**config.mk**
```make
export PLATFORM = sky130hd
export DESIGN_NAME = bitband_xlate
export DESIGN_NICKNAME = d
export VERILOG_FILES = /design/src/rtl/bitband_pkg.sv /design/src/rtl/bb_decode.sv /design/src/rtl/bb_bitop.sv /design/src/rtl/bb_ctrl.sv /design/src/rtl/bitband_xlate.sv
export SDC_FILE = /design/constraint.sdc
export NUM_CORES = 1
export LEC_CHECK = 0
export BUFFER_PORTS_ARGS = -buffer_cell sky130_fd_sc_hd__buf_2
export CAP_MARGIN = 20
export CORE_MARGIN = 2
export CORE_UTILIZATION = 44
export DETAILED_ROUTE_END_ITERATION = 8
export PLACE_DENSITY_LB_ADDON = 0.2
export SETUP_SLACK_MARGIN = 0.05
export SLEW_MARGIN = 15
export SYNTH_ARGS = -nofsm -noshare
export SYNTH_HDL_FRONTEND = slang
export SYNTH_SLANG_ARGS = --single-unit
export TNS_END_PERCENT = 100
```
**constraint.sdc**
```tcl
create_clock -name clk -period 1.65 [get_ports clk]
set_input_delay 0.2475 -clock clk [delete_from_list [all_inputs] [get_ports clk]]
set_output_delay 0.2475 -clock clk [all_outputs]
set_load 0.02 [all_outputs]
```
**src/rtl/bitband_pkg.sv**
```systemverilog
package bitband_pkg;

    localparam int unsigned DATA_W            = 32;
    localparam int unsigned POS_W             = $clog2(DATA_W);
    localparam int unsigned ALIAS_STRIDE_LOG2 = 5;   // 32 alias bytes per target byte
    localparam int unsigned LANE_SEL_W        = 2;   // byte lane within a word
    localparam int unsigned BIT_SEL_W         = 3;   // bit within a byte

    typedef enum logic [1:0] {
        ACC_PASS  = 2'd0,
        ACC_ALIAS = 2'd1,
        ACC_DENY  = 2'd2
    } acc_kind_e;

    typedef enum logic [2:0] {
        ST_IDLE,
        ST_FWD_REQ,
        ST_FWD_WAIT,
        ST_RD_REQ,
        ST_RD_WAIT,
        ST_WR_REQ,
        ST_WR_WAIT,
        ST_RESP
    } ctl_state_e;

    typedef struct packed {
        acc_kind_e        kind;
        logic [POS_W-1:0] pos;
    } xlat_info_t;

    // Little-endian: lane 0 occupies the least significant byte.
    function automatic logic [POS_W-1:0] lane_pos(input logic [LANE_SEL_W-1:0] lane,
                                                  input logic [BIT_SEL_W-1:0]  bit_in_byte);
        return {lane, bit_in_byte};
    endfunction

endpackage

```
**src/rtl/bb_decode.sv**
```systemverilog
module bb_decode
    import bitband_pkg::*;
#(
    parameter int             AW          = 32,
    parameter int             IDW         = 2,
    parameter logic [AW-1:0]  ALIAS_BASE  = 32'h2200_0000,
    parameter logic [AW-1:0]  TARGET_BASE = 32'h2000_0000,
    parameter int             SPAN_LOG2   = 25,
    parameter logic [IDW-1:0] CPU_ID      = '0
) (
    input  logic [AW-1:0]  addr,
    input  logic [IDW-1:0] mid,
    output xlat_info_t     info,
    output logic [AW-1:0]  word_addr
);

    localparam int OFF_W = SPAN_LOG2 - ALIAS_STRIDE_LOG2;

    logic [AW-1:0]    rel;
    logic             in_window;
    logic [OFF_W-1:0] byte_off;
    logic [AW-1:0]    word_off;
    logic             unused_rel_low;

    always_comb begin
        rel       = addr - ALIAS_BASE;
        in_window = (rel[AW-1:SPAN_LOG2] == '0);
        byte_off  = rel[SPAN_LOG2-1:ALIAS_STRIDE_LOG2];
        word_off  = AW'({byte_off[OFF_W-1:LANE_SEL_W], {LANE_SEL_W{1'b0}}});
        word_addr = TARGET_BASE + word_off;
        info.pos  = lane_pos(byte_off[LANE_SEL_W-1:0], rel[4:2]);
        if (!in_window)
            info.kind = ACC_PASS;
        else if (mid == CPU_ID)
            info.kind = ACC_ALIAS;
        else
            info.kind = ACC_DENY;
    end

    assign unused_rel_low = ^rel[1:0];

endmodule

```
**src/rtl/bb_bitop.sv**
```systemverilog
module bb_bitop
    import bitband_pkg::*;
(
    input  logic [DATA_W-1:0] word,
    input  logic [POS_W-1:0]  pos,
    input  logic              val,
    output logic [DATA_W-1:0] bit_word,
    output logic [DATA_W-1:0] merged
);

    genvar g;
    generate
        for (g = 0; g < DATA_W; g++) begin : g_lane
            assign merged[g] = (pos == POS_W'(g)) ? val : word[g];
        end
    endgenerate

    assign bit_word = {{(DATA_W-1){1'b0}}, word[pos]};

endmodule

```
**src/rtl/bb_ctrl.sv**
```systemverilog
module bb_ctrl
    import bitband_pkg::*;
#(
    parameter int AW  = 32,
    parameter int IDW = 2
) (
    input  logic              clk,
    input  logic              rst,
    input  logic              up_valid,
    output logic              up_ready,
    input  logic [AW-1:0]     up_addr,
    input  logic              up_we,
    input  logic [DATA_W-1:0] up_wdata,
    input  logic [IDW-1:0]    up_mid,
    input  xlat_info_t        info,
    input  logic [AW-1:0]     xl_addr,
    output logic              up_rsp_valid,
    output logic [DATA_W-1:0] up_rsp_data,
    output logic              up_rsp_err,
    output logic              mem_valid,
    input  logic              mem_ready,
    output logic [AW-1:0]     mem_addr,
    output logic              mem_we,
    output logic [DATA_W-1:0] mem_wdata,
    output logic [IDW-1:0]    mem_mid,
    input  logic              mem_rsp_valid,
    input  logic [DATA_W-1:0] mem_rdata,
    output logic [POS_W-1:0]  op_pos,
    output logic              op_val,
    input  logic [DATA_W-1:0] bit_word,
    input  logic [DATA_W-1:0] merged
);

    ctl_state_e        state;
    acc_kind_e         kind_q;
    logic [AW-1:0]     addr_q;
    logic              we_q;
    logic [DATA_W-1:0] wdata_q;
    logic [IDW-1:0]    mid_q;
    logic [POS_W-1:0]  pos_q;
    logic [DATA_W-1:0] rsp_data_q;
    logic              rsp_err_q;
    logic [DATA_W-1:0] rd_word_q;

    always_ff @(posedge clk) begin
        if (rst) begin
            state      <= ST_IDLE;
            kind_q     <= ACC_PASS;
            addr_q     <= '0;
            we_q       <= 1'b0;
            wdata_q    <= '0;
            mid_q      <= '0;
            pos_q      <= '0;
            rsp_data_q <= '0;
            rsp_err_q  <= 1'b0;
            rd_word_q  <= '0;
        end else begin
            unique case (state)
                ST_IDLE: begin
                    if (up_valid) begin
                        kind_q    <= info.kind;
                        we_q      <= up_we;
                        wdata_q   <= up_wdata;
                        mid_q     <= up_mid;
                        pos_q     <= info.pos;
                        rsp_err_q <= 1'b0;
                        unique case (info.kind)
                            ACC_PASS: begin
                                addr_q <= up_addr;
                                state  <= ST_FWD_REQ;
                            end
                            ACC_ALIAS: begin
                                addr_q <= xl_addr;
                                state  <= ST_RD_REQ;
                            end
                            default: begin
                                rsp_err_q  <= 1'b1;
                                rsp_data_q <= '0;
                                state      <= ST_RESP;
                            end
                        endcase
                    end
                end
                ST_FWD_REQ:  if (mem_ready) state <= ST_FWD_WAIT;
                ST_FWD_WAIT: begin
                    if (mem_rsp_valid) begin
                        rsp_data_q <= mem_rdata;
                        state      <= ST_RESP;
                    end
                end
                ST_RD_REQ:   if (mem_ready) state <= ST_RD_WAIT;
                ST_RD_WAIT: begin
                    if (mem_rsp_valid) begin
                        if (we_q) begin
                            rd_word_q <= mem_rdata;
                            wdata_q   <= merged;
                            state     <= ST_WR_REQ;
                        end else begin
                            rsp_data_q <= bit_word;
                            state      <= ST_RESP;
                        end
                    end
                end
                ST_WR_REQ:   if (mem_ready) state <= ST_WR_WAIT;
                ST_WR_WAIT: begin
                    if (mem_rsp_valid) begin
                        rsp_data_q <= '0;
                        state      <= ST_RESP;
                    end
                end
                ST_RESP:     state <= ST_IDLE;
                default:     state <= ST_IDLE;
            endcase
        end
    end

    always_comb begin
        up_ready     = (state == ST_IDLE);
        mem_valid    = (state == ST_FWD_REQ) || (state == ST_RD_REQ) || (state == ST_WR_REQ);
        mem_we       = (state == ST_FWD_REQ) ? we_q : (state == ST_WR_REQ);
        mem_addr     = addr_q;
        mem_wdata    = wdata_q;
        mem_mid      = mid_q;
        up_rsp_valid = (state == ST_RESP);
        up_rsp_data  = rsp_data_q;
        up_rsp_err   = rsp_err_q;
        op_pos       = pos_q;
        op_val       = wdata_q[0];
    end

    AST_MEM_REQ_HOLD: assert property (@(posedge clk) disable iff (rst)
        (mem_valid && !mem_ready) |=> (mem_valid && $stable(mem_addr) && $stable(mem_we)
                                       && $stable(mem_wdata))) else $error("mem request moved");

    AST_NO_ACCEPT_WHILE_BUSY: assert property (@(posedge clk) disable iff (rst)
        mem_valid |-> !up_ready) else $error("ready high during memory phase");

    AST_WRITEBACK_ONE_BIT: assert property (@(posedge clk) disable iff (rst)
        (state == ST_WR_REQ) |-> ($countones(mem_wdata ^ rd_word_q) <= 1)) else $error("write-back touched several bits");

    AST_ALIAS_READ_ZEXT: assert property (@(posedge clk) disable iff (rst)
        (up_rsp_valid && kind_q == ACC_ALIAS && !we_q) |-> (up_rsp_data[DATA_W-1:1] == '0)) else $error("alias read not zero-extended");

    AST_DENY_ZERO_DATA: assert property (@(posedge clk) disable iff (rst)
        (up_rsp_valid && up_rsp_err) |-> (up_rsp_data == '0)) else $error("refused access carried data");

    AST_DENY_NO_MEM: assert property (@(posedge clk) disable iff (rst)
        (up_valid && up_ready && info.kind == ACC_DENY) |=> !mem_valid) else $error("refused access reached memory");

    AST_RSP_PULSE: assert property (@(posedge clk) disable iff (rst)
        up_rsp_valid |=> !up_rsp_valid) else $error("response longer than one cycle");

endmodule

```
**src/rtl/bitband_xlate.sv**
```systemverilog
module bitband_xlate
    import bitband_pkg::*;
#(
    parameter int             AW          = 32,
    parameter int             IDW         = 2,
    parameter logic [AW-1:0]  ALIAS_BASE  = 32'h2200_0000,
    parameter logic [AW-1:0]  TARGET_BASE = 32'h2000_0000,
    parameter int             SPAN_LOG2   = 25,
    parameter logic [IDW-1:0] CPU_ID      = '0
) (
    input  logic              clk,
    input  logic              rst,
    input  logic              up_valid,
    output logic              up_ready,
    input  logic [AW-1:0]     up_addr,
    input  logic              up_we,
    input  logic [DATA_W-1:0] up_wdata,
    input  logic [IDW-1:0]    up_mid,
    output logic              up_rsp_valid,
    output logic [DATA_W-1:0] up_rsp_data,
    output logic              up_rsp_err,
    output logic              mem_valid,
    input  logic              mem_ready,
    output logic [AW-1:0]     mem_addr,
    output logic              mem_we,
    output logic [DATA_W-1:0] mem_wdata,
    output logic [IDW-1:0]    mem_mid,
    input  logic              mem_rsp_valid,
    input  logic [DATA_W-1:0] mem_rdata
);

    xlat_info_t        info;
    logic [AW-1:0]     xl_addr;
    logic [POS_W-1:0]  op_pos;
    logic              op_val;
    logic [DATA_W-1:0] bit_word;
    logic [DATA_W-1:0] merged;

    bb_decode #(
        .AW(AW), .IDW(IDW), .ALIAS_BASE(ALIAS_BASE), .TARGET_BASE(TARGET_BASE),
        .SPAN_LOG2(SPAN_LOG2), .CPU_ID(CPU_ID)
    ) u_decode (
        .addr      (up_addr),
        .mid       (up_mid),
        .info      (info),
        .word_addr (xl_addr)
    );

    bb_bitop u_bitop (
        .word     (mem_rdata),
        .pos      (op_pos),
        .val      (op_val),
        .bit_word (bit_word),
        .merged   (merged)
    );

    bb_ctrl #(.AW(AW), .IDW(IDW)) u_ctrl (
        .clk           (clk),
        .rst           (rst),
        .up_valid      (up_valid),
        .up_ready      (up_ready),
        .up_addr       (up_addr),
        .up_we         (up_we),
        .up_wdata      (up_wdata),
        .up_mid        (up_mid),
        .info          (info),
        .xl_addr       (xl_addr),
        .up_rsp_valid  (up_rsp_valid),
        .up_rsp_data   (up_rsp_data),
        .up_rsp_err    (up_rsp_err),
        .mem_valid     (mem_valid),
        .mem_ready     (mem_ready),
        .mem_addr      (mem_addr),
        .mem_we        (mem_we),
        .mem_wdata     (mem_wdata),
        .mem_mid       (mem_mid),
        .mem_rsp_valid (mem_rsp_valid),
        .mem_rdata     (mem_rdata),
        .op_pos        (op_pos),
        .op_val        (op_val),
        .bit_word      (bit_word),
        .merged        (merged)
    );

endmodule

```
-- Word level (Yosys, flattened, before mapping)
Cells that the tools add are included.
- register bits: 108
- input bits: 104
- memory bits (read-only): 0
- RAM bits: 0
- latch bits: 0
- memories kept: 0
- word-level logic and storage cells: 140
- mux-type cells: 59
- add/sub/neg operators: 2
- $lt $le $gt $ge: 1
- reduce and logical (&&, ||, !) cells: 18
- div/mod/pow operators: 0
- equal/unequal tests: 51
- bitwise gates (word level): 0
- shifts and indexed selects: 0
- multipliers: 0
- operator list (cell ; count):
    2-to-1 mux 32 bit ; 9
    one-hot mux 32 bit (2 select lines) ; 2
    one-hot mux 32 bit (4 select lines) ; 1
    == test 5 bit (second input constant) ; 16
    == test 5 x 4 -> 1 bit (second input constant) ; 8
    2-to-1 mux 1 bit ; 35
    subtractor 32 x 30 -> 32 bit (second input constant) ; 1
    adder 30 x 20 -> 31 bit (first input constant) ; 1
    one-hot mux 3 bit (7 select lines) ; 1
    == test 5 x 3 -> 1 bit (second input constant) ; 4
    != test 2 bit (second input constant) ; 10
    2-to-1 mux 3 bit ; 6
    == test 3 bit (second input constant) ; 4
    == test 5 x 2 -> 1 bit (second input constant) ; 2
    logical NOT 7 bit ; 1
    AND reduction 7 bit ; 1
    == test 3 x 2 -> 1 bit (second input constant) ; 2
    < comparator 5 x 6 -> 1 bit (second input constant) ; 1
    2-to-1 mux 2 bit ; 3
    one-hot mux 3 bit (2 select lines) ; 1
    AND reduction 6 bit ; 1
    binary-select mux 1 bit (select 5 bit) ; 1
    == test 5 x 1 -> 1 bit (second input constant) ; 1
    logical NOT 5 bit ; 1
    other kinds (13) ; 18

-- Logic depth before layout (Yosys ltp)
- depth in word-level cells: 8
- mapped depth: 7

-- By module
From an unflattened synthesis, not the netlist that was laid out.
- cell total of the unflattened synthesis: 733
- area, all modules: 6436.2 sq um
- by module, submodules not included (module ; area an instance (sq um) ; seq. area each (sq um) ; cells an instance ; times used):
    bb_ctrl ; 4996.0 ; 2162.1 ; 558 ; 1
    bb_bitop ; 1111.1 ; 0.0 ; 131 ; 1
    bb_decode ; 329.1 ; 0.0 ; 44 ; 1

-- Least setup slack after synthesis
Ideal clock, no wire load.
- kind: input port to flip-flop
- start point: in up_addr[28]
- end point: reg u_ctrl.addr_q[29], in the netlist u_ctrl.mem_addr[29]
- stages: 5
- data required time: 1531 ps
- arrival time: 1616 ps
- setup slack: -84 ps
- buffers on the path: 1
- path through: or4b_4 -> nor3_4 -> nor2_1 -> clkbuf_1 -> o221a_2
- word-level cells in the longest chain between the ends: 6
- elaborated cells on any way between the ends: 8
- those cells by class: 1 x add/sub; 1 x eq/ne; 2 x mux; 4 x reduce/logical
- ends and longest elaborated chain (item ; line ; RTL):
    start, declared ; bitband_xlate.sv:15 ; input logic [AW-1:0] up_addr,
    subtractor 32 x 30 -> 32 bit * ; bb_decode.sv:26 ; rel = addr - ALIAS_BASE;
    logical NOT 7 bit * ; bb_decode.sv:27 ; in_window = (rel[AW-1:SPAN_LOG2] == '0);
    2-to-1 mux 2 bit * ; bb_decode.sv:32 ; if (!in_window)
    == test 2 x 1 -> 1 bit or logical NOT 2 bit (tied branches) ; bb_ctrl.sv:67 ; unique case (info.kind)
    nonzero test 2 bit (no source line) ; -- ;
    AND reduction 3 bit (no source line) ; -- ;
    end signal, assigned ; bb_ctrl.sv:69 ; addr_q <= up_addr;
    end signal, assigned ; bb_ctrl.sv:73 ; addr_q <= xl_addr;
    end, declared ; bb_ctrl.sv:36 ; logic [AW-1:0] addr_q;
Every way passes the cells marked *; elsewhere a longest branch is shown, timed or not.
A chain may end at the register's enable or synchronous reset.

-- Worst setup path after layout
- start point: reg u_ctrl.state[2]
- end point: reg u_ctrl.rsp_data_q[0], in the netlist u_ctrl.up_rsp_data[0]
- word-level cells in the longest chain between the ends: 3
- elaborated cells on any way between the ends: 13
- those cells by class: 9 x eq/ne; 1 x mux; 3 x reduce/logical
- ends and longest elaborated chain (item ; line ; RTL):
    start, declared ; bb_ctrl.sv:34 ; ctl_state_e state;
    start signal, assigned ; bb_ctrl.sv:47 ; state <= ST_IDLE;
    start signal, assigned ; bb_ctrl.sv:70 ; state <= ST_FWD_REQ;
    start signal, assigned ; bb_ctrl.sv:74 ; state <= ST_RD_REQ;
    == test 3 bit, or another cell as far along ; bb_ctrl.sv:58 ; unique case (state)
    != test 2 bit (no source line) or nonzero test 4 bit (tied branches) ; -- ;
    AND reduction 7 bit (no source line) ; -- ;
    end signal, assigned ; bb_ctrl.sv:87 ; rsp_data_q <= mem_rdata;
    end signal, assigned ; bb_ctrl.sv:99 ; rsp_data_q <= bit_word;
    end, declared ; bb_ctrl.sv:41 ; logic [DATA_W-1:0] rsp_data_q;
Several ways; a longest one is shown, not always the timed one.

==> results.ini <==
[clock_network]
clkLatencyLatePin_ns = 0.36
clock_path_buffers = 2
cts_buffers = 9
ctsHoldBuffers = 0
clock_sinks = 108
cts_tree = yes
path_clk_slew_ns = 0.08
root_buffer = clkbuf_16
cts.htree.levels = 3

[synth]
netlist_area_mm2 = 0.005321
ys.flop_type = dfxtp_1
synthTopCellsByArea = dfxtp_1, nand2_1, mux2i_1
synth_common_cells = nand2_1, dfxtp_1, a21oi_1
syn_inst = 655
ys_ff_latch = 108
syn-num-nets = 759
synth_edf_count = 0
yosysWarnings = 0
synthArstFlopShare_pct = 0
synth_most_common_cell = nand2_1
ys_types = 47
seq_area_frac_synth_pct = 40.63
post_synth.cell_area_avg_um2 = 8.124
synth_top_cell_area_share_pct = 40.63
synth_top_area_cell = dfxtp_1

[sta]
final_max_slew_viol_count = 0
relSlewSlack_pct = 66.25
fmax_mhz = 599.8
rsz0062_at_grt = true
hold_viol = 0
fin_ws_ns = -0.01721
setup_violations = 4
worst_pin_slew_ns = 0.5035
timing.final.crit_period_ns = 1.667
fin_skew_ns = 0.008452
finalCritPeriodShare_pct = 101.0
finalSetupTns_ns = -0.02992
whs_ns = 0.09565

[detailed_routing]
wirelength_mm = 18.69
drc = 0
dr_total_vias = 5966
wl_per_cell_um = 17.92
antenna_left = 0
firstDrtPassIters = 6
drtIter0Drc = 661
via_per_inst = 5.720

[placed_design]
dp_worst_setup_slack_ns = -0.2690
dp.cells = 1000
portBuffers = 206
dp_hpwl_mm = 12.46
routabilityCongestion = 0.8408

[setup_path]
cp.arrival_ns = 1.90
required_ns = 1.89
path_max_fanout = 4
start_kind = flip-flop
cp-end-kind = flip-flop
path_class = flip-flop to flip-flop

[pwr]
power.total_w = 0.007628
ir_worst_vdd_mv = 0.6429
p_per_area_mw_per_mm2 = 985.5
p_leak_nw = 3.445

[min_path]
hold_class = input port to flip-flop

[grt]
grt_pass1_vias = 5318
grt_pass1_wl_mm = 26.58
grt_max_degree = 82
grt_overflow = 0
grt_usage_pct = 25.80
grt_antenna_before_repair = 1

[cells_and_area]
multi_input_area_mm2 = 0.003087
syn2layout_area_growth_pct = 45.45
drive_gt1_share_pct = 40.40
diodes = 0
regArea_mm2 = 0.002175
fillCellCount = 989
nets = 995
stdcell_count = 1043

[die]
die_area_mm2 = 0.01299
start_util_pct = 44.67
die_y_um = 114.0
pin_count = 207
rows = 40
die_w_um = 114.0
placeableCoreArea_mm2 = 0.01191

[run_status]
status = complete, but fails checks
violations = negative setup slack

[flow_run]
maxCapViolations = 0

==> per-stage QoR <==
| step | utilization (%) | instance area (µm²) |
|---|---|---|
| floorplan | - | 5355 |
| global placement | 57.17 | 6810 |
| detailed placement | 57.17 | 6810 |
| CTS | 61.47 | 7322 |
| global route | 64.98 | 7740 |
| finish | 64.98 | 7740 |
==> logic make-up (layout without fill, tap and decap cells) <==
logic type	count (synthesis)	count (layout)	share of synthesized area, %
buffers and inverters	61	301	5.149
AO/OA/AOI/OAI	153	153	19.54
multiplexers	47	47	10.51
flip-flops	108	108	40.63
AND/OR/NAND/NOR	286	287	24.17
==> power by group <==
| group | total, W | internal [W] | switching (W) |
|---|---|---|---|
| Combinational | 0.00227 | 0.000997 | 0.00127 |
| Sequential | 0.00295 | 0.00282 | 0.000131 |
| Clock | 0.00241 | 0.00136 | 0.00105 |
==> cell type report <==
class	count	share of cell area [%]
timing repair buffer	283	25.28
clock inverter	7	1.358
multi-input combinational	487	39.88
tap	147	2.376
clock buffer	9	2.910
sequential	108	28.10
inverter	2	0.09699
==> sequential cells by signal (all words and copies together), names as in the netlist <==
signal and count:
u_ctrl.up_rsp_err 1, u_ctrl.up_rsp_data 32, u_ctrl.mem_wdata 32, u_ctrl.mem_mid 2, u_ctrl.mem_addr 32, u_ctrl.we_q 1, u_ctrl.state 3, u_ctrl.op_pos 5
==> critical path, stage by stage, from the launching register on <==
cell and delay (ns):
dfxtp_2 0.34, or3b_4 0.38, a21oi_2 0.13, buf_4 0.13, o21a_4 0.18, buf_6 0.11, mux2i_1 0.21, o2bb2ai_1 0.08
==> metal layers <==
layer	vias to the layer above	GRT usage (%)	part of all wire, %
met1	2826	34.44	42
met5	-	0	0
met3	35	5.367	8.4
li1	2794	-	-
met4	0	9.268	2.1
met2	311	41.43	48
==> what timing repair did <==
action / CTS / global route
pin swaps: 3 / 8
cloned: 3 / 14
endpoints found under the setup margin: 93 / 96
gates resized for setup: 25 / 42
setup buffers: 5 / 8
==> path summary, 6_finish.rpt <==
kind | from | end | slack [ns] | cells after the start
setup / recovery | u_ctrl.state[2]$_SDFFE_PP0P_ | u_ctrl.up_rsp_data[0]$_SDFFE_PP0P_ | -0.02 | 7
setup reg to reg | u_ctrl.state[2]$_SDFFE_PP0P_ | u_ctrl.up_rsp_data[0]$_SDFFE_PP0P_ | -0.02 | 7
hold reg to reg | u_ctrl.up_rsp_data[17]$_SDFFE_PP0P_ | u_ctrl.up_rsp_data[17]$_SDFFE_PP0P_ | 0.45 | 2
hold / removal | up_addr[0] | u_ctrl.mem_addr[0]$_SDFFE_PP0P_ | 0.1 | 2
==> placed cells by master, fill, tap and decap left out, types with 7 or more instances in the layout <==
cell and count:
mux2i_1 39, a211o_1 31, buf_2 206, dfxtp_1 102, a22o_1 8, nand3_1 49, buf_4 41, a311oi_1 18
buf_6 16, buf_12 11, nor2_1 66, nand3_2 8, a21oi_1 71, clkbuf_16 16, mux4_2 7, nand2_1 116
Power figures use the tool's default switching activity.
